**src/rtl/tlb_pgmask_pkg.sv**
```systemverilog
package tlb_pgmask_pkg;
  localparam int unsigned XLEN  = 64;
  localparam int unsigned CNT_W = 7;

  typedef enum logic {
    SEL_PAGEMASK = 1'b0,
    SEL_ENTRYHI  = 1'b1
  } reg_sel_e;

  // position of the lowest clear bit; XLEN when every bit is set
  function automatic logic [CNT_W-1:0] lowest_zero(input logic [XLEN-1:0] v);
    logic [CNT_W-1:0] r;
    r = CNT_W'(XLEN);
    for (int i = XLEN - 1; i >= 0; i--) begin
      if (!v[i]) r = CNT_W'(i);
    end
    return r;
  endfunction

  // n low-order ones
  function automatic logic [XLEN-1:0] ones_run(input logic [CNT_W-1:0] n);
    logic [XLEN-1:0] r;
    for (int i = 0; i < XLEN; i++) begin
      r[i] = (CNT_W'(i) < n);
    end
    return r;
  endfunction

  // clamp a count into [lo, hi]
  function automatic logic [CNT_W-1:0] clamp_cnt(input logic [CNT_W-1:0] v,
                                                 input logic [CNT_W-1:0] lo,
                                                 input logic [CNT_W-1:0] hi);
    logic [CNT_W-1:0] r;
    r = (v < lo) ? lo : v;
    if (r > hi) r = hi;
    return r;
  endfunction
endpackage

```
**src/rtl/tlb_pm_legalizer.sv**
```systemverilog
module tlb_pm_legalizer
  import tlb_pgmask_pkg::*;
#(
  parameter int unsigned MASK_LSB  = 13,
  parameter int unsigned W_NARROW  = 16,
  parameter int unsigned W_WIDE    = 47,
  parameter int unsigned BASE_BITS = 12
) (
  input  logic [XLEN-1:0]  wr_data,
  input  logic             big_en,
  input  logic [5:0]       min_pb,
  output logic [XLEN-1:0]  next_mask,
  output logic             illegal,
  output logic [CNT_W-1:0] mask_count
);
  localparam int unsigned TOP_FREE = XLEN - W_WIDE;

  logic [W_WIDE-1:0] field;

  for (genvar g = 0; g < W_WIDE; g++) begin : g_fld
    if (g < W_NARROW) begin : g_base
      assign field[g] = wr_data[MASK_LSB+g];
    end else begin : g_big
      assign field[g] = big_en & wr_data[MASK_LSB+g];
    end
  end

  logic [XLEN-1:0]  field_x;
  logic [CNT_W-1:0] width_lim;
  logic [CNT_W-1:0] floor_cnt;
  logic [CNT_W-1:0] fixed_cnt;
  logic             has_holes;
  logic             too_small;

  assign field_x    = {{TOP_FREE{1'b0}}, field};
  assign mask_count = lowest_zero(field_x);
  assign width_lim  = big_en ? CNT_W'(W_WIDE) : CNT_W'(W_NARROW);

  always_comb begin
    if (min_pb > 6'(BASE_BITS)) floor_cnt = CNT_W'(min_pb) - CNT_W'(BASE_BITS);
    else                        floor_cnt = '0;
  end

  assign has_holes = |(field_x >> mask_count);
  assign too_small = (mask_count < floor_cnt);
  assign illegal   = has_holes | too_small;
  assign fixed_cnt = clamp_cnt(mask_count, floor_cnt, width_lim);

  always_comb begin
    if (illegal) next_mask = ones_run(fixed_cnt + CNT_W'(1)) << MASK_LSB;
    else         next_mask = field_x << MASK_LSB;
  end
endmodule

```
**src/rtl/tlb_eh_filter.sv**
```systemverilog
module tlb_eh_filter
  import tlb_pgmask_pkg::*;
#(
  parameter int unsigned VPN_LSB = 14,
  parameter int unsigned ASID_W  = 8,
  parameter int unsigned INV_BIT = 10
) (
  input  logic [XLEN-1:0] wr_data,
  input  logic [1:0]      inv_level,
  output logic [XLEN-1:0] keep_mask,
  output logic [XLEN-1:0] next_eh
);
  logic inv_ok;
  assign inv_ok = inv_level[1];

  for (genvar g = 0; g < XLEN; g++) begin : g_keep
    if (g >= VPN_LSB) begin : g_vpn
      assign keep_mask[g] = 1'b1;
    end else if (g < ASID_W) begin : g_asid
      assign keep_mask[g] = 1'b1;
    end else if (g == INV_BIT) begin : g_inv
      assign keep_mask[g] = inv_ok;
    end else begin : g_hole
      assign keep_mask[g] = 1'b0;
    end
  end

  assign next_eh = wr_data & keep_mask;
endmodule

```
**src/rtl/tlb_cfg_reg.sv**
```systemverilog
module tlb_cfg_reg #(
  parameter int unsigned W = 64
) (
  input  logic         clk,
  input  logic         rst_n,
  input  logic         en,
  input  logic [W-1:0] d,
  output logic [W-1:0] q
);
  always_ff @(posedge clk) begin
    if (!rst_n)  q <= '0;
    else if (en) q <= d;
  end
endmodule

```
**src/rtl/tlb_pgmask_writer.sv**
```systemverilog
module tlb_pgmask_writer
  import tlb_pgmask_pkg::*;
#(
  parameter int unsigned MASK_LSB  = 13,
  parameter int unsigned W_NARROW  = 16,
  parameter int unsigned W_WIDE    = 47,
  parameter int unsigned BASE_BITS = 12,
  parameter int unsigned VPN_LSB   = 14,
  parameter int unsigned ASID_W    = 8,
  parameter int unsigned INV_BIT   = 10
) (
  input  logic            clk,
  input  logic            rst_n,
  input  logic            wr_en,
  input  logic            wr_sel,
  input  logic [XLEN-1:0] wr_data,
  input  logic            rel6_mode,
  input  logic            big_page_en,
  input  logic [1:0]      inval_level,
  input  logic [5:0]      min_page_bits,
  output logic [XLEN-1:0] pagemask_q,
  output logic [XLEN-1:0] entryhi_q
);
  reg_sel_e sel_e;
  assign sel_e = reg_sel_e'(wr_sel);

  // named events for the checker
  logic pm_sel_write;
  logic pm_commit;
  logic eh_commit;

  assign pm_sel_write = wr_en & (sel_e == SEL_PAGEMASK);
  assign pm_commit    = pm_sel_write & ~rel6_mode;
  assign eh_commit    = wr_en & (sel_e == SEL_ENTRYHI);

  logic [XLEN-1:0]  pm_next;
  logic             pm_illegal;
  logic [CNT_W-1:0] pm_count;
  logic [XLEN-1:0]  eh_keep;
  logic [XLEN-1:0]  eh_next;

  tlb_pm_legalizer #(
    .MASK_LSB (MASK_LSB),
    .W_NARROW (W_NARROW),
    .W_WIDE   (W_WIDE),
    .BASE_BITS(BASE_BITS)
  ) u_legal (
    .wr_data   (wr_data),
    .big_en    (big_page_en),
    .min_pb    (min_page_bits),
    .next_mask (pm_next),
    .illegal   (pm_illegal),
    .mask_count(pm_count)
  );

  tlb_eh_filter #(
    .VPN_LSB(VPN_LSB),
    .ASID_W (ASID_W),
    .INV_BIT(INV_BIT)
  ) u_ehf (
    .wr_data  (wr_data),
    .inv_level(inval_level),
    .keep_mask(eh_keep),
    .next_eh  (eh_next)
  );

  tlb_cfg_reg #(.W(XLEN)) u_pm_reg (
    .clk  (clk),
    .rst_n(rst_n),
    .en   (pm_commit),
    .d    (pm_next),
    .q    (pagemask_q)
  );

  tlb_cfg_reg #(.W(XLEN)) u_eh_reg (
    .clk  (clk),
    .rst_n(rst_n),
    .en   (eh_commit),
    .d    (eh_next),
    .q    (entryhi_q)
  );
endmodule

```
**config.mk**
```make
export PLATFORM = sky130hd
export DESIGN_NAME = tlb_pgmask_writer
export DESIGN_NICKNAME = d
export VERILOG_FILES = /design/src/rtl/tlb_pgmask_pkg.sv /design/src/rtl/tlb_pm_legalizer.sv /design/src/rtl/tlb_eh_filter.sv /design/src/rtl/tlb_cfg_reg.sv /design/src/rtl/tlb_pgmask_writer.sv
export SDC_FILE = /design/constraint.sdc
export NUM_CORES = 1
export LEC_CHECK = 0
export ABC_AREA = 1
export BUFFER_PORTS_ARGS = -buffer_cell sky130_fd_sc_hd__buf_2
export CORE_MARGIN = 8
export CORE_UTILIZATION = 45
export DETAILED_ROUTE_END_ITERATION = 8
export PLACE_DENSITY = 0.68
export SETUP_SLACK_MARGIN = 0.3
export SLEW_MARGIN = 20
export SYNTH_ARGS = -nofsm -noshare
export SYNTH_HDL_FRONTEND = slang
export SYNTH_SLANG_ARGS = --single-unit
```
**constraint.sdc**
```tcl
create_clock -name clk -period 19.75 [get_ports clk]
set_input_delay 1.975 -clock clk [delete_from_list [all_inputs] [get_ports clk]]
set_output_delay 1.975 -clock clk [all_outputs]
set_load 0.05 [all_outputs]
```
### Word level (Yosys, flattened, before mapping)

Index checks and enable logic that the tools add are counted.
Widths: inputs -> output; s select.

* add/sub/neg operators: 2
* shift-type cells: 1
* muxes and demuxes: 52
* reductions and logical operators: 1
* bitwise operators: 38
* $lt $le $gt $ge: 54

Operators with widths (number)
* $mux 7: 49
* $lt 6x7->1 const A: 19
* $lt 5x7->1 const A: 16
* $and 64x64->64: 1
* $mux 64: 1
* $reduce_or 64->1: 1
* $shr 47x7->64: 1
* $lt 4x7->1 const A: 8
* $and 1x1->1: 34
* $lt 3x7->1 const A: 4
* $lt 1x7->1 const A: 2
* $lt 2x7->1 const A: 2
* $add 7x1->7 const B: 1
* $gt 7x7->1: 1
* $lt 7x7->1: 1
* $sub 6x4->7 const B: 1
* $gt 6x4->1 const B: 1
* $mux 6: 1
* $not 1->1: 2
* $mux 1: 1
* $or 1x1->1: 1

* register bits after elaboration: 128
* output and inout port bits: 128
* logic and storage cells: 150
* input bits: 78

### Logic depth before layout (Yosys ltp)

* depth after elaboration: 55
* gate-level depth with buffers: 76
* gate-level depth less buffers: 74

### Cells and area by module

From an unflattened synthesis, not the netlist that was laid out.

* cells, all modules: 1968
* area, all modules: 11129.4 um2

By module, submodules not included
* tlb_cfg_reg: seq. area each 1281.2 um2, area each 2670.1 um2, cells an instance 405, times used 2
* tlb_pm_legalizer: seq. area each 0.0 um2, area each 4799.6 um2, cells an instance 1022, times used 1
* tlb_eh_filter: seq. area each 0.0 um2, area each 968.4 um2, cells an instance 131, times used 1
* tlb_pgmask_writer: seq. area each 0.0 um2, area each 21.3 um2, cells an instance 5, times used 1

### Least setup slack after synthesis

Ideal clock, no wire load.

* kind: input to register
* start: input port big_page_en
* end: register u_pm_reg.q[31]
* setup slack: 11.680 ns
* library setup time: 0.070 ns
* arrival: 8.000 ns
* stages: 42
* required time: 19.680 ns
* cell sequence: clkbuf_1 buf_2 buf_2 nand2_1 inv_1 a31oi_1 o21ai_0 a31oi_1 o21ai_0 nand2_1 a21oi_1 clkbuf_1 buf_1 buf_1 ha_1 a21oi_1 nand2_2 nand2_4 [... 6 more ...] a21oi_1 o21ai_0 o21ai_0 nand2_1 inv_1 nor2_1 inv_1 and2_1 buf_4 ha_1 nand3_1 nor2_1 nand3_2 nand3_4 nor2_2 nor2_2 o21ai_0 a21oi_1

* cells in the longest elaborated chain, start to end: 55
* elaborated cells between the ends (all ways): 89
* those cells by class: add/sub (1); order compare (3); shift (1); mux (51); bitwise (32); reduce/logical (1)

RTL lines
* from (decl): line tlb_pgmask_writer.sv:18 `input logic big_page_en,`
* $and 1x1->1: line tlb_pm_legalizer.sv:24 `assign field[g] = big_en & wr_data[MASK_LSB+g];`
* $mux 1: line tlb_pgmask_pkg.sv:15 `if (!v[i]) r = CNT_W'(i);`
* $mux 7 (46 in a row): line tlb_pgmask_pkg.sv:15
* $lt 7x7->1: line tlb_pgmask_pkg.sv:34, tlb_pm_legalizer.sv:45
* $mux 7: line tlb_pgmask_pkg.sv:34 `r = (v < lo) ? lo : v;`
* $gt 7x7->1: line tlb_pgmask_pkg.sv:35 `if (r > hi) r = hi;`
* $mux 7: line tlb_pgmask_pkg.sv:35
* $add 7x1->7: line tlb_pm_legalizer.sv:50 `if (illegal) next_mask = ones_run(fixed_cnt + CNT_W'(1)) << MASK_LSB;`
* $lt 5x7->1: line tlb_pgmask_pkg.sv:24 `r[i] = (CNT_W'(i) < n);`
* $mux 64 (*): line tlb_pm_legalizer.sv:50
* to (signal assigned): line tlb_cfg_reg.sv:11 `if (!rst_n) q <= '0;`
* to (signal assigned): line tlb_cfg_reg.sv:12 `else if (en) q <= d;`
* to (decl): line tlb_cfg_reg.sv:8 `output logic [W-1:0] q`

Every way passes the cells marked *; elsewhere a longest branch is shown, timed or not.
A chain may end at the register's enable or synchronous reset.

### Final worst setup path

* start: input port big_page_en
* end: register u_pm_reg.q[51]

* cells in the longest elaborated chain, start to end: 55
* elaborated cells between the ends (all ways): 89
* those cells by class: add/sub (1); order compare (3); shift (1); mux (51); bitwise (32); reduce/logical (1)

RTL lines (line)
* $and 1x1->1: tlb_pm_legalizer.sv:24
* $mux 1: tlb_pgmask_pkg.sv:15
* $mux 7 (46 in a row): tlb_pgmask_pkg.sv:15
* $lt 7x7->1: tlb_pgmask_pkg.sv:34, tlb_pm_legalizer.sv:45
* $mux 7: tlb_pgmask_pkg.sv:34
* $gt 7x7->1: tlb_pgmask_pkg.sv:35
* $mux 7: tlb_pgmask_pkg.sv:35
* $add 7x1->7: tlb_pm_legalizer.sv:50
* $lt 6x7->1: tlb_pgmask_pkg.sv:24
* $mux 64 (*): tlb_pm_legalizer.sv:50

Marks and branches as above.

==> metrics.md <==
| Metric | Value |
|---|---|
| Final instance area | `10500 µm²` |
| Setup TNS | `0 ns` |
| # H-tree levels | `3` |
| Clk slew on worst S/H paths | `0.08 ns` |
| Netlist Area Pre-Place | `approximately 9300 µm²` |
| Largest net degree at the start of global routing | `98` |
| Remaining DRCs | `0` |
| Die height | `160 µm` |
| Tcrit/Tclk final | `between 40% and 50%` |
| Status | `finished, final reports clean` |
| WHS Path Cells | `2` |
| Initial core utilization | `45.8%` |
| CP max FO | `54` |
| Antenna viol nets, final | `0` |
| P per Cell Area | `72.9 nW/µm²` |
| Slowest stage cell, crit path | `buf_2` |
| Critical path data required time | `~20 ns` |
| Mean post-synth cell area | `5.56 µm²` |
| Max Cap Viol | `0` |
| Row Count | `between 50 and 60` |
| Pleak | `5.66 nW` |
| PnR worst setup slack | `roughly 10 ns` |
| Gp weighted congestion | `0.945` |
| Arr. time, crit path | `9.59 ns` |
| Fin cells | `2055` |
| DIE AREA | `25400 µm²` |
| Final setup vio count | `0` |
| Clock sinks | `110` |
| Sequential Power Share | `31.8%` |
| Switching part of the total | `46.1%` |
| Core Region | `20200 µm²` |
| Initial antenna violation count | `3` |
| First-pass GRT wire length | `between 50000 and 60000 µm` |
| Post-Route WL | `35400 µm` |
| Final min period | `9.31 ns` |
| Clock power share | `24.1%` |
| R2R depth | `3` |
| Gr ovfl total | `0` |
| Gate power share | `approximately 44%` |
| Slew Limit Fails | `0` |
| Clock root buffer | `clkbuf_16` |
| Layout cells sized above 1 | `14.0%` |
| Placed inst area | `10100 µm²` |
| Post-place setup slack | `roughly 10 ns` |
| Post-synth EDFFs | `0` |
| Worst-skew pair later-pin latency | `between 0.3 and 0.4 ns` |
| Sequential fraction of the synthesis area | `23.8%` |
| Die width | `approximately 160 µm` |
| Filler cells | `between 2k and 2.5k` |
| Instance count of the mapped netlist | `between 1.5k and 2k` |
| I/O pin count | `just over 200` |
| Main flop type after synthesis | `dfxtp_1` |
| Most numerous cell on the critical path | `nand2_1` |
| Worst Tran Pin Value | `1.08 ns` |
| Post-DP HPWL | `26400 µm` |
| Leading area contributor after synthesis | `dfxtp_1` |
| Postcts setup bufs | `0` |
| Ys async rst share | `0%` |
| Startpoint Class | `input port` |
| Post-cts sizing count | `0` |
| Hold violation total from the final report | `0` |
| Net Sw Power | `between 300 and 400 µW` |
| Placed cell count | `between 2k and 2.5k` |
| Synth area leaders | `dfxtp_1 (24%), nand2_1 (20%), nand3_1 (15%)` |
| Min-delay worst type | `flop to flop` |
| Share of Yosys cell area claimed by the top area cell type | `23.8%` |
| Crit Path Class | `input port to flop` |
| Total iterations of the first detailed-routing run | `6` |
| Most frequent cell after synthesis | `nand2_1` |
| Vias in the first global route | `10.5k` |
| Worst slew margin relative to its limit | `between 20 and 30%` |
| Synth cell count leaders | `nand2_1 (482), nand3_1 (274), nor2_1 (164)` |
| Clk_skew | `0 ns` |
| Peak VDD IR | `0.0410 mV` |
| Yosys reg bits | `110` |
| Global-route usage over all layers | `26.8%` |
| CTS tree | `yes` |
| Power Internal | `around 410 µW` |
| Clock buffer depth | `2` |
| Area delta synth->final | `12.9%` |
| RSZ-0062 raised after global routing | `false` |
| Crit path largest cell delay | `0.53 ns` |
| Nets@finish | `1868` |
| Via count | `11.5k` |
| TritonCTS Buffers | `9` |
| Initial DRC Count | `1264` |
| WL per Instance | `17.2 µm` |
| Syn. warnings | `0` |
| F_max | `107 MHz` |
| Core Util, Final | `a little over 50%` |
| Yosys cell types | `39` |
| Hold Buf Count CTS | `0` |
| Via density | `5.59` |
| Worst Setup End Kind | `flop` |
| Port bufs | `182` |
area by class of cell:
class | instances | area, µm² | share of cell area, %
Antenna cell | 3 | 7.51 | 0.0718
Sequential cell | 110 | 2200 | 21.1
Tap cell | 270 | 338 | 3.23
Clock inverter | 7 | 83.8 | 0.801
Clock buffer | 9 | 225 | 2.15
Multi-Input combinational cell | 1318 | 6060 | 58.0
Inverter | 144 | 541 | 5.17
Timing Repair Buffer | 194 | 1000 | 9.57
routing by layer:
layer / track usage, % / routed length [µm] / share of wire (%)
met5: 0 / 0 / 0
met4: 13.1 / 1620 / 4.6
met3: 4.50 / 2880 / 8.1
met2: 42.5 / 16000 / 45
met1: 34.6 / 15000 / 42
layout by cell type, fill, tap and decap left out, types with 4 or more instances in the layout:
cell       synthesis  final
nand4_1           24     24
a21oi_1           94     93
nand2_2            9      9
nor2_1           164    164
clkbuf_16          0      9
o21ai_0          157    157
nor2_2             5      5
inv_2              6      7
dfxtp_1          110    110
nand2_1          482    482
a31oi_1            5      4
o21ai_1           29     29
inv_1            137    136
nand3_1          274    274
conb_1             1     18
buf_2             11    182
buf_4             22     12
ha_1              13     13
nor3_1            14     13
nand3_2            6      6
worst max-delay path, delay by kind of cell:
family	cells	cell delay, ns
AND/OR/NAND/NOR	28	3.40
AO/OA/AOI/OAI	12	1.70
buffers and inverters	5	1.57
adder cells (fa/ha/maj)	3	0.88
final timing paths:
path                                startpoint        endpoint  slack (ns)
worst min-delay path            u_pm_reg.q[61]  u_pm_reg.q[61]        0.46
worst min register to register  u_pm_reg.q[61]  u_pm_reg.q[61]        0.46
worst max-delay path               big_page_en  u_pm_reg.q[51]       10.44
worst max register to register  u_pm_reg.q[44]  u_pm_reg.q[44]       18.98
flip-flops by register name, indices dropped and copies added, names as in the netlist:
register    cells
u_pm_reg.q     51
u_eh_reg.q     59
through the flow:
stage,power [mW],hold WS (ns)
after floorplan,0.495,0.688
after global placement,0.573,0.452
after detailed placement,0.577,0.455
after CTS,0.759,0.467
after global routing,0.807,0.482
final,0.763,0.462
power groups by stage:
stage          Combinational [mW]  Clock, mW  Sequential (mW)
4_1_cts                     0.330      0.186            0.243
3_3_place_gp                0.326          0            0.247
5_1_grt                     0.368      0.194            0.245
3_5_place_dp                0.329          0            0.248
6_report                    0.336      0.184            0.243
2_1_floorplan               0.197          0            0.297
cell families after synthesis:
group / count (synthesis) / synth area share, %
AOI/OAI and AO/OA: 293 / 16.1
DFF: 110 / 23.8
buffers and inverters: 255 / 11.8
and+or+nand+nor: 994 / 46.5
adders and majority gates: 13 / 1.76
other: 1 / 0.0405
Power figures use the tool's default switching activity.
